## config.mk

```make
export PLATFORM = sky130hd
export DESIGN_NAME = cst_compress_tree
export DESIGN_NICKNAME = d
export VERILOG_FILES = /design/src/rtl/cst_pkg.sv /design/src/rtl/cst_fa_row.sv /design/src/rtl/cst_ripple_merge.sv /design/src/rtl/cst_sum_all.sv /design/src/rtl/cst_compress_tree.sv
export SDC_FILE = /design/constraint.sdc
export NUM_CORES = 1
export LEC_CHECK = 0
export BUFFER_PORTS_ARGS = -buffer_cell sky130_fd_sc_hd__buf_2
export CAP_MARGIN = 10
export CORE_MARGIN = 10
export CORE_UTILIZATION = 41
export DETAILED_ROUTE_END_ITERATION = 8
export GPL_ROUTABILITY_DRIVEN = 0
export PLACE_DENSITY = 0.81
export SYNTH_ARGS = -nofsm -noshare
export SYNTH_HDL_FRONTEND = slang
export SYNTH_SLANG_ARGS = --single-unit
```

## constraint.sdc

```tcl
create_clock -name vclk -period 2.35
set_input_delay 0.1175 -clock vclk [all_inputs]
set_output_delay 0.1175 -clock vclk [all_outputs]
set_load 0.02 [all_outputs]
```

## src/rtl/cst_pkg.sv

```systemverilog
package cst_pkg;

  typedef enum logic {
    CST_TREE  = 1'b0,
    CST_ADDER = 1'b1
  } cst_mode_e;

  // Number of 3:2 groups taken at a level holding `rows` rows when
  // the reduction must not go below `tgt` rows.
  function automatic int cst_groups(input int rows, input int tgt);
    int by3;
    int excess;
    by3    = rows / 3;
    excess = rows - tgt;
    if (excess < 0) excess = 0;
    return (by3 < excess) ? by3 : excess;
  endfunction

  // Row count present at level `lvl` (level 0 is the input).
  function automatic int cst_rows_at(input int n, input int m, input int lvl);
    int r;
    r = n;
    for (int l = 0; l < lvl; l++) r = r - cst_groups(r, m);
    return r;
  endfunction

  // Number of compression levels until no further 3:2 group applies.
  function automatic int cst_depth(input int n, input int m);
    int r;
    int d;
    r = n;
    d = 0;
    for (int l = 0; l < n; l++) begin
      if (cst_groups(r, m) > 0) begin
        r = r - cst_groups(r, m);
        d = d + 1;
      end
    end
    return d;
  endfunction

  function automatic logic cst_fa_sum(input logic a, input logic b, input logic c);
    return a ^ b ^ c;
  endfunction

  function automatic logic cst_fa_carry(input logic a, input logic b, input logic c);
    return (a & b) | (c & (a ^ b));
  endfunction

  function automatic logic cst_ha_sum(input logic a, input logic b);
    return a ^ b;
  endfunction

  function automatic logic cst_ha_carry(input logic a, input logic b);
    return a & b;
  endfunction

endpackage

```

## src/rtl/cst_fa_row.sv

```systemverilog
// One word-wide 3:2 compressor: three rows in, a sum row and a
// left-shifted carry row out. The carry out of the top bit is dropped.
module cst_fa_row #(
  parameter int W = 16
) (
  input  logic [W-1:0] row_x,
  input  logic [W-1:0] row_y,
  input  logic [W-1:0] row_z,
  output logic [W-1:0] row_sum,
  output logic [W-1:0] row_cry
);
  import cst_pkg::*;

  assign row_cry[0] = 1'b0;

  for (genvar i = 0; i < W; i++) begin : g_bit
    assign row_sum[i] = cst_fa_sum(row_x[i], row_y[i], row_z[i]);
    if (i < W - 1) begin : g_cry
      assign row_cry[i+1] = cst_fa_carry(row_x[i], row_y[i], row_z[i]);
    end
  end

endmodule

```

## src/rtl/cst_ripple_merge.sv

```systemverilog
// Merges two rows into one: half adder at bit 0, full adders above,
// carry out of the top bit discarded. Needs W >= 2.
module cst_ripple_merge #(
  parameter int W = 16
) (
  input  logic [W-1:0] row_x,
  input  logic [W-1:0] row_y,
  output logic [W-1:0] row_sum
);
  import cst_pkg::*;

  logic [W-1:1] chain;

  for (genvar i = 0; i < W; i++) begin : g_bit
    if (i == 0) begin : g_half
      assign row_sum[0] = cst_ha_sum(row_x[0], row_y[0]);
      assign chain[1]   = cst_ha_carry(row_x[0], row_y[0]);
    end else begin : g_full
      assign row_sum[i] = cst_fa_sum(row_x[i], row_y[i], chain[i]);
      if (i < W - 1) begin : g_cry
        assign chain[i+1] = cst_fa_carry(row_x[i], row_y[i], chain[i]);
      end
    end
  end

endmodule

```

## src/rtl/cst_sum_all.sv

```systemverilog
// Plain modulo-2^W sum of N packed rows.
module cst_sum_all #(
  parameter int N = 8,
  parameter int W = 16
) (
  input  logic [N*W-1:0] rows_in,
  output logic [W-1:0]   total
);

  always_comb begin
    total = '0;
    for (int k = 0; k < N; k++) total = total + rows_in[k*W +: W];
  end

endmodule

```

## src/rtl/cst_compress_tree.sv

```systemverilog
module cst_compress_tree #(
  parameter int                 N    = 8,
  parameter int                 M    = 2,
  parameter int                 W    = 16,
  parameter cst_pkg::cst_mode_e MODE = cst_pkg::CST_TREE
) (
  input  logic [N*W-1:0] addends,
  output logic [M*W-1:0] rows_out
);
  import cst_pkg::*;

  localparam int DEPTH = cst_depth(N, M);
  localparam int FINAL = cst_rows_at(N, M, DEPTH);

  if (M < 1 || M >= N || W < 2) begin : g_bad_cfg
    $error("cst_compress_tree: need 1 <= M < N and W >= 2");
  end

  if (MODE == CST_ADDER) begin : g_adder
    logic [W-1:0] full_sum;

    cst_sum_all #(.N(N), .W(W)) u_sum (
      .rows_in (addends),
      .total   (full_sum)
    );

    assign rows_out[(M-1)*W +: W] = full_sum;
    if (M > 1) begin : g_zero
      assign rows_out[0 +: (M-1)*W] = '0;
    end
  end else begin : g_tree
    for (genvar l = 0; l <= DEPTH; l++) begin : g_lvl
      localparam int CR = cst_rows_at(N, M, l);
      logic [CR*W-1:0] rows;

      if (l == 0) begin : g_in
        assign rows = addends;
      end else begin : g_red
        localparam int PR = cst_rows_at(N, M, l - 1);
        localparam int K  = cst_groups(PR, M);

        for (genvar g = 0; g < K; g++) begin : g_csa
          cst_fa_row #(.W(W)) u_row (
            .row_x   (g_lvl[l-1].rows[(3*g)*W +: W]),
            .row_y   (g_lvl[l-1].rows[(3*g+1)*W +: W]),
            .row_z   (g_lvl[l-1].rows[(3*g+2)*W +: W]),
            .row_sum (rows[(2*g)*W +: W]),
            .row_cry (rows[(2*g+1)*W +: W])
          );
        end

        for (genvar p = 3*K; p < PR; p++) begin : g_pass
          assign rows[(2*K + p - 3*K)*W +: W] = g_lvl[l-1].rows[p*W +: W];
        end
      end
    end

    // Rows left after the last 3:2 level, named for inspection.
    logic [FINAL*W-1:0] tree_final;
    assign tree_final = g_lvl[DEPTH].rows;

    if (FINAL == M) begin : g_direct
      assign rows_out = tree_final;
    end else begin : g_merge
      cst_ripple_merge #(.W(W)) u_merge (
        .row_x   (tree_final[0 +: W]),
        .row_y   (tree_final[W +: W]),
        .row_sum (rows_out[0 +: W])
      );
    end
  end

endmodule

```

# Yosys cells after proc, flatten, opt, wreduce, memory -nomap -nowiden
# Index checks and enable logic that the tools add are counted.
[op_classes]
bitwise_logic = 448
[ops]
columns = ["cell", "count"]
rows = [
  ["XOR 1 bit", 187],
  ["AND 1 bit", 175],
  ["bitwise OR 1 bit", 86],
]
[totals]
in_bits = 128
register_bits = 0
elab_cells = 448

# Depth between registers and ports, before layout
[logic_depth]
word_depth = 12
mapped_depth = 8
mapped_depth_nobuf = 8

# Modules after synthesis
# Synthesis repeated with hierarchy kept, for this count alone.
[unflattened]
hier_cells = 108
area_unflattened_um2 = 2011.9
[by_module_without_submodules]
columns = ["module", "area_per_inst_um2", "instances", "cells_each"]
rows = [
  ["cst_fa_row", 335.3, 6, 18],
]

# Worst setup path before layout
# No wires, ideal clock.
[synth_path]
path_kind = "input to output"
startpoint = "input addends[62]"
endpoint = "output rows_out[15]"
stages = 8
t_arrival_ns = 2.581
setup_slack_ns = -0.349
n_path_buf = 0
t_required_ns = 2.233
cell_sequence = "fa_1 inv_1 fa_1 inv_1 fa_1 xor2_1 xnor3_1 xnor2_1"
[synth_via]
elab_chain_len = 8
elab_cells_between_ends = 18
classes_between = "18 x bitwise"
[synth_lines]
columns = ["item", "line", "rtl"]
rows = [
  ["start: declaration", "cst_compress_tree.sv:7", "input logic [N*W-1:0] addends,"],
  ["XOR 1 bit", "cst_pkg.sv:43, cst_pkg.sv:47", ""],
  ["XOR 1 bit or AND 1 bit (tied branches)", "cst_pkg.sv:43, cst_pkg.sv:47", ""],
  ["AND 1 bit (tied with other cells)", "cst_pkg.sv:47", "return (a & b) | (c & (a ^ b));"],
  ["bitwise OR 1 bit (tied with other cells)", "cst_pkg.sv:47", ""],
  ["XOR 1 bit or AND 1 bit (tied branches)", "cst_pkg.sv:43, cst_pkg.sv:47", ""],
  ["XOR 1 bit or bitwise OR 1 bit (tied branches)", "cst_pkg.sv:43, cst_pkg.sv:47", ""],
  ["XOR 1 bit (*) (2 in series)", "cst_pkg.sv:43", "return a ^ b ^ c;"],
  ["end: declaration", "cst_compress_tree.sv:8", "output logic [M*W-1:0] rows_out"],
]
# Mark *: on every way between the ends. The rest lies on a longest branch, timed or not.

# Worst setup path after layout
[layout_path]
startpoint = "input addends[37]"
endpoint = "output rows_out[5]"
[layout_via]
elab_chain_len = 7
[layout_lines]
columns = ["item", "line"]
rows = [
  ["XOR 1 bit (7 in series)", "cst_pkg.sv:43"],
]
# Every way passes these cells.

==> summary.md <==
| Metric | Value |
|---|---|
| Commonest non-fill, non-tap cell in the layout | `inv_1` |
| Slew Limit Fails | `0` |
| Clock buffers | `0` |
| DR vias | `between 2000 and 2500` |
| Worst path cell trace | `buf_6 > fa_1 > inv_2 > fa_1 > inv_1 > fa_2 > fa_2 > buf_6` |
| Vias in the first global route | `approximately 2500` |
| Post-CTS Setup Bufs | `0` |
| Antenna violations before repair | `0` |
| Setup violators final | `29` |
| Most frequent cells in the layout | `127 x inv_1, 112 x buf_2, 64 x fa_1` |
| Power Total | `roughly 0.0032 W` |
| Critical path arrival | `2540 ps` |
| Sequential fraction of the synthesis area | `0%` |
| Final WL | `roughly 7600 um` |
| Yosys warns | `0` |
| Cell Rows | `28` |
| Max-cap violations | `0` |
| Die width | `97.7 um` |
| FF+latch count | `0` |
| Area Growth Syn to Fin | `49.9%` |
| Syn_area_per_cell | `between 9 and 10 um^2` |
| Nets | `630` |
| Final Critical Period | `approximately 2700 ps` |
| Fraction of layout cells with a size suffix above 1 | `50.4%` |
| RSZ-0062 raised after global routing | `yes` |
| PwrDens | `between 800 and 900 mW/mm^2` |
| Fillers | `436` |
| Gate count after technology mapping | `between 200 and 300` |
| DR iter-0 viols | `20` |
| Vias/cell | `approximately 4.2` |
| Register area | `0 um^2` |
| Max incr delay on CP | `550 ps` |
| DP Area | `around 0.0034 mm^2` |
| Full die area | `0.00954 mm^2` |
| Drc violations | `0` |
| CP delay by family, top | `adder cells` |
| Crit path buf inv count | `4` |
| Die height | `roughly 98 um` |
| Worst path slowest cell | `fa_1` |
| Status | `finished, violations left` |
| ANT cells | `0` |
| First-pass GRT wire length | `~13000 um` |
| Max IR drop VDD | `between 0.7 and 0.8 mV` |
| Design area | `between 0.003 and 0.004 mm^2` |
| Max Clk Rate | `between 300 and 400 MHz` |
| Total track usage | `about 16%` |
| Antenna Nets Post-Route | `0` |
| Failing checks | `setup timing` |
| HPWL after detailed placement | `between 7000 and 8000 um` |
| Port Buffers | `158` |
| DR pass1 iterations | `4` |
| Synth Cell Area | `roughly 0.0025 mm^2` |
| Req. time, crit path | `about 2200 ps` |
| Post-synth cell types | `8` |
| Drt wl/cell | `approximately 16 um` |
| IO Pins | `160` |
| Core ar. | `between 0.005 and 0.006 mm^2` |
| Initial Utilization | `between 40% and 50%` |
| Part of the cycle the worst path needs | `113%` |
| PnR worst setup slack | `-311 ps` |
| Hold Crit Class | `primary input to primary output` |
| Largest net degree at the start of global routing | `2` |
| Congestion Overflow GR | `0` |
| P_leak | `roughly 2.2 nW` |
| CP max FO | `1` |
| Crit path launch type | `primary input` |
| Worst setup EP type | `primary output` |
| Final hold viol count | `0` |
| Critical Setup Path Class | `primary input to primary output` |
==> tightest hold or removal path: stages <==
cell and delay [ps]:
buf_2 80, ha_1 110, ha_1 120, buf_2 160
==> worst paths after layout <==
check / depth (start not counted) / slack (ps) / endpoint / start
worst max-delay path: 8 / -310 / rows_out[5] / addends[37]
worst min-delay path: 4 / 700 / rows_out[0] / addends[112]
==> logic make-up after synthesis <==
logic type               synth area share (%)
buffers and inverters                    23.8
adder cells (fa/ha/maj)                  71.2
XOR/XNOR                                 4.86
other                                   0.152
==> timing repair <==
| item | 4_1_cts | 5_1_grt |
|---|---|---|
| gates resized for setup | 94 | 14 |
| hold buffers | 0 | 0 |
| hold endpoints to repair | 0 | 0 |
| pin swaps | 11 | 4 |
| endpoints found under the setup margin | 29 | 29 |
==> synth_stat cells <==
library cell    n  share of area (%)
inv_1         153                 23
ha_1            3                1.5
xor2_1          1               0.35
fa_1           86                 70
xnor3_1         3                2.7
buf_4           2               0.61
conb_1          1               0.15
xnor2_1         5                1.8
==> final cells by class <==
cell class / instances / area [um^2] / area share (%)
multi-input cells: 100 / 1950 / 52.6
repair buffers: 158 / 1080 / 29.1
inverters: 153 / 584 / 15.8
well taps: 75 / 93.8 / 2.53
==> routing by layer <==
layer / track usage [%] / routed length, um / part of all wire, % / vias to the layer above
li1: - / - / - / 924
met1: 17.4 / 2630 / 34 / 984
met2: 27.4 / 3650 / 48 / 143
met3: 9.17 / 1300 / 17 / 4
met4: 0.895 / 51 / 0.67 / 0
met5: 0 / 0 / 0 / -
==> per-stage QoR <==
stage	TNS, ps	hold WS [ps]	util [%]	worst slack (ps)	instances
2_1_floorplan	-741	558	-	-73.3	255
3_3_place_gp	-6250	703	57.7	-344	486
3_5_place_dp	-6610	704	57.7	-349	486
4_1_cts	-5440	705	62.6	-306	486
5_1_grt	-6680	742	63.0	-367	486
6_report	-5140	703	63.0	-311	486
==> power breakdown <==
part           switching, W  total (W)  internal [W]
sequential                0          0             0
clock                     0          0             0
combinational       0.00166    0.00322       0.00157
Note: power is estimated with default switching activity, not from simulation.
